## config.mk

```make
export PLATFORM = sky130hd
export DESIGN_NAME = rst_sequencer
export DESIGN_NICKNAME = d
export VERILOG_FILES = /design/src/rtl/rst_seq_pkg.sv /design/src/rtl/rst_seq_phase.sv /design/src/rtl/rst_seq_ctrl.sv /design/src/rtl/rst_seq_flags.sv /design/src/rtl/rst_sequencer.sv
export SDC_FILE = /design/constraint.sdc
export NUM_CORES = 1
export LEC_CHECK = 0
export BUFFER_PORTS_ARGS = -buffer_cell sky130_fd_sc_hd__buf_2
export CELL_PAD_IN_SITES_DETAIL_PLACEMENT = 2
export CELL_PAD_IN_SITES_GLOBAL_PLACEMENT = 2
export CORE_UTILIZATION = 31
export CTS_CLUSTER_SIZE = 8
export DETAILED_ROUTE_END_ITERATION = 7
export GPL_ROUTABILITY_DRIVEN = 0
export PLACE_DENSITY_LB_ADDON = 0.1
export SLEW_MARGIN = 40
export SYNTH_ARGS = -nofsm -noshare
export SYNTH_HDL_FRONTEND = slang
export SYNTH_SLANG_ARGS = --single-unit
```

## constraint.sdc

```tcl
create_clock -name clk -period 2.9 [get_ports clk]
set_clock_uncertainty 0.2 [all_clocks]
set_input_delay 0.725 -clock clk [delete_from_list [all_inputs] [get_ports clk]]
set_output_delay 0.725 -clock clk [all_outputs]
set_load 0.02 [all_outputs]
```

## src/rtl/rst_seq_pkg.sv

```systemverilog
package rst_seq_pkg;

  // Strobes passed from the sequencing control to the flag datapath
  typedef struct packed {
    logic wdtHit;      // watchdog request seen this edge
    logic releaseNow;  // internal reset drops at this edge
  } seqStrobe_t;

endpackage

```

## src/rtl/rst_seq_phase.sv

```systemverilog
module rst_seq_phase #(
  parameter int STATES = 4
) (
  input  logic clk,
  input  logic porN,
  output logic lastState
);
  localparam int SW = (STATES > 1) ? $clog2(STATES) : 1;
  localparam logic [SW-1:0] LAST = SW'(STATES - 1);

  logic [SW-1:0] stateQ;

  // Free-running machine-cycle phase; only power-on restarts it
  always_ff @(posedge clk or negedge porN) begin
    if (!porN)               stateQ <= '0;
    else if (stateQ == LAST) stateQ <= '0;
    else                     stateQ <= stateQ + 1'b1;
  end

  assign lastState = (stateQ == LAST);
endmodule

```

## src/rtl/rst_seq_ctrl.sv

```systemverilog
module rst_seq_ctrl
  import rst_seq_pkg::*;
#(
  parameter int STATES  = 4,
  parameter int CONFIRM = 2,
  parameter int HOLD_MC = 2
) (
  input  logic       clk,
  input  logic       porN,
  input  logic       sampleEdge,
  input  logic       rstPin,
  input  logic       wdtRstReq,
  output logic       coreRst,
  output seqStrobe_t strobes
);
  localparam int HOLD_CLKS = HOLD_MC * STATES;
  localparam int HW = $clog2(HOLD_CLKS + 1);
  localparam int CW = $clog2(CONFIRM + 1);
  localparam logic [CW-1:0] CONF_MAX = CW'(CONFIRM);
  localparam logic [HW-1:0] HOLD_INIT = HW'(HOLD_CLKS);

  logic [CW-1:0] seenQ, seenNext;
  logic [HW-1:0] holdQ;
  logic          rstQ;
  logic          extActive, srcNow, releaseNow;

  // Consecutive high samples of the pin, updated only on the sampling edge
  always_comb begin
    seenNext = seenQ;
    if (sampleEdge) begin
      if (!rstPin)               seenNext = '0;
      else if (seenQ < CONF_MAX) seenNext = seenQ + 1'b1;
    end
  end

  assign extActive  = (seenNext == CONF_MAX);
  assign srcNow     = extActive | wdtRstReq;
  assign releaseNow = !srcNow && (holdQ == HW'(1));

  always_ff @(posedge clk or negedge porN) begin
    if (!porN) begin
      seenQ <= '0;
      holdQ <= HOLD_INIT;
      rstQ  <= 1'b1;
    end else begin
      seenQ <= seenNext;
      if (srcNow) begin
        holdQ <= HOLD_INIT;
        rstQ  <= 1'b1;
      end else if (holdQ != '0) begin
        holdQ <= holdQ - 1'b1;
        if (releaseNow) rstQ <= 1'b0;
      end
    end
  end

  assign coreRst            = rstQ;
  assign strobes.wdtHit     = wdtRstReq;
  assign strobes.releaseNow = releaseNow;
endmodule

```

## src/rtl/rst_seq_flags.sv

```systemverilog
module rst_seq_flags
  import rst_seq_pkg::*;
#(
  parameter int FLAG_W = 8
) (
  input  logic              clk,
  input  logic              porN,
  input  seqStrobe_t        strobes,
  input  logic              regWrEn,
  input  logic [FLAG_W-1:0] regWrData,
  output logic [FLAG_W-1:0] flagRd,
  output logic              pcLoadZero,
  output logic              wdtDisable
);
  localparam int POR_BIT = 0;
  localparam int WDT_BIT = 1;

  logic porFlag, wdtFlag, porEpisode, pcQ, wdQ;

  always_ff @(posedge clk or negedge porN) begin
    if (!porN) begin
      porFlag    <= 1'b1;
      wdtFlag    <= 1'b0;
      porEpisode <= 1'b1;
      pcQ        <= 1'b0;
      wdQ        <= 1'b0;
    end else begin
      if (regWrEn && !regWrData[POR_BIT]) porFlag <= 1'b0;
      // a set at the same edge outranks the clearing write
      if (strobes.wdtHit)                          wdtFlag <= 1'b1;
      else if (regWrEn && !regWrData[WDT_BIT])     wdtFlag <= 1'b0;
      if (strobes.releaseNow) porEpisode <= 1'b0;
      pcQ <= strobes.releaseNow;
      wdQ <= strobes.releaseNow & porEpisode;
    end
  end

  always_comb begin
    flagRd          = '0;
    flagRd[POR_BIT] = porFlag;
    flagRd[WDT_BIT] = wdtFlag;
  end

  assign pcLoadZero = pcQ;
  assign wdtDisable = wdQ;
endmodule

```

## src/rtl/rst_sequencer.sv

```systemverilog
module rst_sequencer
  import rst_seq_pkg::*;
#(
  parameter int STATES  = 4,
  parameter int CONFIRM = 2,
  parameter int HOLD_MC = 2,
  parameter int FLAG_W  = 8
) (
  input  logic              clk,
  input  logic              porN,
  input  logic              rstPin,
  input  logic              wdtRstReq,
  input  logic              regWrEn,
  input  logic [FLAG_W-1:0] regWrData,
  output logic [FLAG_W-1:0] flagRd,
  output logic              coreRst,
  output logic              pcLoadZero,
  output logic              wdtDisable
);
  logic       sampleEdge;
  seqStrobe_t strobes;

  rst_seq_phase #(.STATES(STATES)) uPhase (
    .clk(clk), .porN(porN), .lastState(sampleEdge)
  );

  rst_seq_ctrl #(.STATES(STATES), .CONFIRM(CONFIRM), .HOLD_MC(HOLD_MC)) uCtrl (
    .clk(clk), .porN(porN), .sampleEdge(sampleEdge), .rstPin(rstPin),
    .wdtRstReq(wdtRstReq), .coreRst(coreRst), .strobes(strobes)
  );

  rst_seq_flags #(.FLAG_W(FLAG_W)) uFlags (
    .clk(clk), .porN(porN), .strobes(strobes), .regWrEn(regWrEn),
    .regWrData(regWrData), .flagRd(flagRd), .pcLoadZero(pcLoadZero),
    .wdtDisable(wdtDisable)
  );
endmodule

```

== Yosys cells after proc, flatten, opt, wreduce, memory -nomap -nowiden ==
Index checks and enable logic that the tools add are counted.
Word-level totals
  bits in registers: 14
  input bits: 13
  output and inout bits: 11
  logic and storage cells: 40
Cells by class
  $add $sub $neg: 3
  magnitude comparators: 1
  eq/ne operators: 3
  muxes and demuxes: 11
  bitwise operators: 2
  reductions and logical operators: 11
Operators by type and width (number)
  2-to-1 mux 2 bit: 4
  2-to-1 mux 4 bit: 2
  nonzero test 2 bit: 3
  2-to-1 mux 1 bit: 5
  adder 2 x 1 -> 2 bit (second input constant): 2
  equality test 2 bit (second input constant): 2
  equality test 4 x 1 -> 1 bit (second input constant): 1
  nonzero test 4 bit: 1
  subtractor 4 x 1 -> 4 bit (second input constant): 1
  logical AND 1 bit: 3
  logical NOT 1 bit: 3
  < comparator 2 bit (second input constant): 1
  AND reduction 2 bit: 1
  bitwise AND 1 bit: 1
  bitwise OR 1 bit: 1

== Logic depth before layout (Yosys ltp) ==
Gate-level depths: netlist of run 1.
  depth in word-level cells: 11
  mapped depth: 5
  depth with buffers taken out: 5

== Cells and area by module ==
From an unflattened synthesis of run 1, not the netlist that was laid out.
Second synthesis, totals
  cell total of the unflattened synthesis: 63
  area total of the unflattened synthesis: 716.9 µm²
By module, submodules not included
  rst_seq_ctrl: instances 1, cells an instance 39, area an instance 421.7 µm², sequential area each 177.7 µm²
  rst_seq_flags: instances 1, cells an instance 20, area an instance 229.0 µm², sequential area each 127.6 µm²
  rst_seq_phase: instances 1, cells an instance 4, area an instance 66.3 µm², sequential area each 50.0 µm²

== Least setup slack after synthesis of run 1 ==
OpenSTA, ideal clock, no wires.
  kind: register to register
  start: register uCtrl.holdQ[0]
  end: register uCtrl.holdQ[0]
  setup time: 0.119 ns
  arrival time: 1.317 ns
  data required time: 2.581 ns
  setup slack: 1.264 ns
  cell stages (with the launch flop): 6
  buffers on the path: 0
  clock period less this slack: 1.636 ns
  cells stage by stage: dfrtp_1 inv_1 ha_1 or3b_1 xnor2_1 and2_1
On the way
  longest elaborated chain between the ends: 3
  elaborated cells on any way between the ends: 5
  those cells by class: add/sub (1); mux (2); reduce/logical (2)
Ends and longest elaborated chain
  start: declaration: line rst_seq_ctrl.sv:23  | logic [HW-1:0] holdQ;
  start signal: assignment: line rst_seq_ctrl.sv:51  | holdQ <= holdQ - 1'b1;
  subtractor 4 x 1 -> 4 bit: line rst_seq_ctrl.sv:51
  2-to-1 mux 4 bit: line rst_seq_ctrl.sv:50  | end else if (holdQ != '0) begin
  2-to-1 mux 4 bit: line rst_seq_ctrl.sv:47  | if (srcNow) begin
Several ways; a longest one is shown, not always the timed one. The select of a mux whose other input is x is not followed.
A chain may end at the register's enable or synchronous reset.

== Worst setup path in the final report of run 1 ==
  start: register uFlags.porFlag
  end: output port flagRd[0]
RTL lines
  start: declaration: line rst_seq_flags.sv:18  | logic porFlag, wdtFlag, porEpisode, pcQ, wdQ;
  start signal: assignment: line rst_seq_flags.sv:22  | porFlag <= 1'b1;
  start signal: assignment: line rst_seq_flags.sv:28  | if (regWrEn && !regWrData[POR_BIT]) porFlag <= 1'b0;
  end: declaration: line rst_sequencer.sv:15  | output logic [FLAG_W-1:0] flagRd,
No word-level cell between the ends.

==> qor.yml, run 1 <==
synth:
  synth_top_family_by_area: "simple AND/OR/NAND/NOR gates"
  synth_compound_area_share_pct: 7.13
  synth_common_cells: "dfrtp_1, buf_4, inv_1"
  syn_area_sq_um: 702
  synth_most_common_cell: "dfrtp_1"
  synth_edf_count: 0
  synthArstFlopShare_pct: 100
  yosysSeqAreaShare_pct: 50.6
  synth.area.top_cells: "dfrtp_1, dfstp_2, buf_4"
  synth_fa_ha_area_share_pct: 7.13
  synth_top_area_cell: "dfrtp_1"
  ys.flop_type: "dfrtp_1"
  synth_warnings: 0
  synthXorXnorAreaFrac_pct: 1.25
  synth_seq_cells: 14
  ys_types: 27
  yosys.area_share.simple_pct: 20.7
  syn_area_per_cell_sq_um: 11.7
  synth_top_area_share_pct: 35.7
  synth_mux_area_share_pct: 1.43
  netlist_instances: 60
floorplan:
  rows: 16
  dieHeight_microns: 49.6
  start_util_pct: 34.4
  ios: 24
  coreArea_sq_mm: 0.00204
  die_w_microns: 49.6
  dieArea_sq_mm: 0.00246
sta:
  fin_setup_tns_ns: 0
  period_share_pct: 64.9
  period_needed_ns: 1.88
  fin_ws_ns: 1.02
  grt_setup_unrepaired: "no"
  slew_viol_final: 0
  final-hold-violation-count: 0
  max_freq_ghz: 0.531
  setup_viol: 0
layout:
  fin_nets: 90
  drive_gt1_share_pct: 31.9
  ff_latch_area_sq_um: 355
  diodes: 0
  flow.area_growth_from_synthesis_pct: 10.5
  utilization_pct: 38.0
  multi_input_area_sq_um: 287
  nFillCells: 233
pwr:
  swShare_pct: 33.1
  power_mw: 0.558
  switchingPower_mw: 0.185
  seqPwrFrac_pct: 47.5
  p_leak_nw: 0.371
  peakVddDrop_mv: 0.390
  pwr-share-comb_pct: 32.2
  p_int_mw: 0.373
  p_per_area_mw_per_mm2: 719
  clockPowerShare_pct: 20.3
cts:
  cts_made_buffers: 3
  clk_latency_ns: 0.27
  cts_tree: "done"
  h-tree-depth: 1
  cts_resized: 0
  post-cts-setup-buffers: 0
  root_buffer: "clkbuf_4"
  cts.clk_slew.worst_paths_ns: 0.08
  cts.sinks: 14
  clockBufferDepth: 2
  hold_buffers: 0
routing:
  drt.antenna.violating_nets: 0
  detail_route.wirelength_microns: 1200
  first_iter_violations: 2
  drc_errors: 0
  vias: 443
  vias_per_cell: 4.47
  detail_route.wl_per_cell_microns: 12.1
  dr.pass1.iters: 2
worst_setup_path:
  path_max_fanout: 2
  path_cells: "buf_2"
  crit_arrival_ns: 0.96
  critPathTopFamily: "flip-flops"
  critPathRequiredTime_ns: 1.98
  critPathLaunchType: "flop"
  cp-end-kind: "output port"
  cp_num_buf_inv: 1
  critical_path_class: "flop to output port"
  slowest_delay_ns: 0.53
  cp_slowest_cell: "dfstp_2"
placement:
  hpwlAfterDp_microns: 993
  place_ws_ns: 1.00
  numPortBuffers: 11
worst_hold_path:
  hold_path.class: "input pin to async pin"
grt:
  grt_max_degree: 15
  grt_pass1_vias: 459
  antenna_found_initial: 0
  overflow: 0
  track_usage_pct: 11.4
  grt_pass1_wl_microns: 2040
status:
  status: "complete, no violations"
run:
  maxCapViolCount: 0
-- power groups by stage --
| stage | clock (mW) | sequential, mW | combinational [mW] |
|---|---|---|---|
| after global placement | 0 | 0.267 | 0.176 |
| after global routing | 0.130 | 0.270 | 0.204 |
| final | 0.113 | 0.265 | 0.180 |
| after CTS | 0.122 | 0.266 | 0.186 |
| after floorplan | 0 | 0.264 | 0.144 |
| after detailed placement | 0 | 0.270 | 0.184 |
-- placed cells by master (no fill, tap or decap), types with 2 or more instances in the layout --
cell type	instances
buf_2	11
dfrtp_1	10
conb_1	6
inv_1	5
nand2_1	4
ha_1	4
dfstp_2	4
clkbuf_4	3
o22ai_1	2
nor2_1	2
and2_1	2
a21boi_0	2
-- flip-flops by register name, summed over array words and instances, names as in the netlist --
name and count:
uCtrl.holdQ 4, uFlags.pcLoadZero 1, uCtrl.seenQ 2, uCtrl.coreRst 1, uFlags.wdtFlag 1, uFlags.wdtDisable 1, uFlags.porEpisode 1, uFlags.porFlag 1
uPhase.stateQ 2
-- routing by layer --
layer,part of all wire (%),up-vias,global-route usage [%]
met2,53,7,19.4
met1,44,227,12.7
li1,-,209,-
met3,3.6,0,5.56
met4,0,0,2.86
met5,0,-,0
-- stage by stage --
step           hold slack [ns]  cell area, sq um  instances
2_1_floorplan            0.203               721         65
3_3_place_gp             0.222               749         95
3_5_place_dp             0.224               749         95
4_1_cts                  0.136               776         99
5_1_grt                  0.135               776         99
6_report                 0.133               776         99
-- area by class of cell --
| cell class | instances | share of cell area, % |
|---|---|---|
| well taps | 27 | 4.35 |
| multi-input cells | 38 | 36.9 |
| flip-flops and latches | 14 | 45.8 |
| repair buffers | 11 | 7.10 |
| clock buffers | 4 | 3.39 |
| inverters | 5 | 2.42 |
-- final timing paths --
| kind | to | cells after the start | from | slack, ns |
|---|---|---|---|---|
| min in group clk | uPhase.stateQ[0] | 1 | uPhase.stateQ[0] | 0.23 |
| setup / recovery | flagRd[0] | 1 | uFlags.porFlag | 1.02 |
| hold reg to reg | uPhase.stateQ[0] | 1 | uPhase.stateQ[0] | 0.23 |
| setup reg to reg | uCtrl.holdQ[2] | 5 | uCtrl.seenQ[0] | 1.12 |
| hold / removal | uFlags.wdtFlag | 1 | porN | 0.13 |
| max in group asynchronous | uFlags.porEpisode | 1 | porN | 2.08 |
-- worst register-to-register path: cells and delay by family, from the launching register on --
kind            cells  cell delay [ns]
simple gates        2             0.53
flops               1             0.37
fa+ha+maj           1             0.32
compound gates      1             0.21
buf+inv             1             0.07
-- cell families after synthesis --
kind of cell	Yosys count
compound gates	7
xor+xnor	1
fa+ha+maj	4
buf+inv	13
flops	14
mux	1
other cells	1
simple gates	19
(Power assumes the default switching activity.)
==> run 2: changes to the inputs <==
Settings changed: CORE_UTILIZATION 31 to 26.
Clock period 2.9 ns to 1.7 ns, I/O delays scaled along.
==> run 2 against run 1 <==
Clock power increased by 81%. Power is 93% higher. Via count up 9.5%. Largest cell class unchanged. Count of clock-buffer cells in the layout unchanged. First-iteration DRC count decreased by 100%. Die area grew 18%. Global-route usage increased by 0.54 points. Cell count grew 13%. Sequential share of layout area decreased by 5.2 points. Setup slack lost 0.94 ns. Non-clock buffer count is 10 higher. Critical path depth grew 4.
==> qor.yml, run 2 (same netlist as run 1, synthesis figures left out) <==
routing:
  first_iter_violations: 0  # -2
  drt.antenna.violating_nets: 0  # unchanged
  vias: 485  # +9.5%
  vias_per_cell: 4.33  # -3.2%
  drc_errors: 0  # unchanged
  detail_route.wirelength_microns: 1390  # +16%
  dr.pass1.iters: 1  # -1
  detail_route.wl_per_cell_microns: 12.4  # +2.1%
worst_setup_path:
  reg2reg_depth: 5  # unchanged
  critPathRequiredTime_ns: 1.72  # -0.26 ns
  r2r-end: "uFlags.wdtDisable"
  r2r_setup_slack_ns: 0.07  # -1.05 ns
  critPathLaunchType: "flop"
  critical_path_class: "flop to flop"
  rr_startpoint: "uCtrl.holdQ[0]"
  path_max_fanout: 3  # +1
  cp-end-kind: "flop"
  crit_arrival_ns: 1.65  # +0.69 ns
layout:
  top_register: "uCtrl.holdQ"
  final_common_cell: "buf_2"
  final_cell_count_no_fill: 112  # +13%
  final_cell_mix: "buf_2, dfrtp_1, buf_4, conb_1"
  flow.area_growth_from_synthesis_pct: 24.8
  drive_gt1_share_pct: 45.1  # +13 points
  fin_nets: 100  # +11%
  diodes: 0  # unchanged
  reg_top3: "uCtrl.holdQ x4, uCtrl.seenQ x2, uPhase.stateQ x2"
  largest_register_ffs: 4  # unchanged
cts:
  cts.clk_slew.worst_paths_ns: 0.08  # about the same
  cts_tree: "done"
  h-tree-depth: 1  # unchanged
  root_buffer: "clkbuf_4"
  clk_latency_ns: 0.29  # +0.02 ns
  cts_made_buffers: 3  # unchanged
  clockBufferDepth: 2  # unchanged
  cts.sinks: 14  # unchanged
floorplan:
  ios: 24  # unchanged
  start_util_pct: 27.8  # -6.5 points
  coreArea_sq_mm: 0.00252  # +24%
  rows: 18  # +2
  dieHeight_microns: 54.0  # +8.8%
  dieArea_sq_mm: 0.00291  # +18%
  die_w_microns: 54.0  # +8.8%
sta:
  period_share_pct: 95.6
  grt_setup_unrepaired: "yes"
  slew_viol_final: 0  # unchanged
  max_freq_ghz: 0.615
  setup_viol: 0  # unchanged
  final-hold-violation-count: 0  # unchanged
  period_needed_ns: 1.63
  fin_ws_ns: 0.0750  # -0.942 ns
placement:
  placedCellCount: 106  # +12%
  numPortBuffers: 11  # unchanged
  place_ws_ns: 0.00401  # -0.998 ns
  hpwlAfterDp_microns: 1010  # +2.0%
pwr:
  pwr-share-comb_pct: 39.2  # +7.0 points
  p_leak_nw: 0.422  # +14%
  switchingPower_mw: 0.350  # +89%
  seqPwrFrac_pct: 41.7  # -5.8 points
  clockPowerShare_pct: 19.1  # -1.2 points
  p_per_area_mw_per_mm2: 1230  # +71%
  swShare_pct: 32.5  # -0.62 points
  p_int_mw: 0.726  # +95%
  peakVddDrop_mv: 0.410  # +5.3%
run:
  maxCapViolCount: 0  # unchanged
worst_hold_path:
  hold_path.class: "input pin to flop"
  hp-start: "regWrEn"
  hold_end: "uFlags.porFlag"
  whs_path_depth: 2
grt:
  track_usage_pct: 12.0  # +0.54 points
  antenna_found_initial: 0  # unchanged
  overflow: 0  # unchanged
  grt_pass1_wl_microns: 2240  # +9.5%
  grt_max_degree: 15  # unchanged
  grt_pass1_vias: 505  # +10%
status:
  status: "complete, no violations"
## run 2: through the flow
stage          cell area [sq um]  power, mW  hold WS (ns)  setup TNS, ns  util, %
2_1_floorplan                721      0.697       -0.0706              0        -
3_5_place_dp                 813      0.843         0.150              0     32.2
3_3_place_gp                 813      0.831         0.149              0     32.2
6_report                     876       1.08         0.107              0     34.7
5_1_grt                      876       1.17        0.0996        -0.0271     34.7
4_1_cts                      870       1.08        0.0991              0     34.5
## run 2: cell type report
type | instances | area [sq um]
multi-input combinational | 38 | 302
tap | 30 | 37.5
clock buffer | 4 | 26.3
timing repair buffer | 21 | 136
fill | 284 | 1650
inverter | 5 | 18.8
sequential | 14 | 355
## run 2: worst max path at each step
stage	startpoint	endpoint	depth (start not counted)
after floorplan	uCtrl.holdQ[0]	uCtrl.holdQ[0]	5
final	uCtrl.holdQ[0]	uFlags.wdtDisable	5
after CTS	uCtrl.seenQ[0]	uCtrl.holdQ[2]	6
after detailed placement	uCtrl.seenQ[0]	uCtrl.holdQ[2]	6
after global routing	uCtrl.holdQ[0]	uFlags.wdtDisable	5
after global placement	uCtrl.seenQ[0]	uCtrl.holdQ[2]	6
## run 2: per-layer routing
metal	track usage (%)	up-vias	part of all wire [%]
li1	-	229	-
met3	3.95	5	4.3
met4	9.21	0	3.1
met2	20.4	10	54
met5	0	-	0
met1	11.9	241	39
## run 2: power by group through the flow
stage          logic (mW)  clock network (mW)  registers, mW
5_1_grt             0.473               0.233          0.460
3_5_place_dp        0.392                   0          0.451
2_1_floorplan       0.246                   0          0.451
4_1_cts             0.417               0.219          0.445
6_report            0.422               0.205          0.449
3_3_place_gp        0.383                   0          0.448
## run 2: timing repair
| action | in CTS | in global routing |
|---|---|---|
| setup endpoints to repair | 1 | 5 |
| hold buffers | 1 | 0 |
| setup buffers | 1 | 0 |
| resized for setup | 2 | 5 |
| hold endpoints to repair | 10 | 0 |
## run 2: worst max-delay path, cell delays in order, from the launching register on
cell and delay (ns):
dfrtp_1 0.38, buf_6 0.11, ha_1 0.13, or3b_4 0.40, nor4_4 0.19, and2_1 0.16
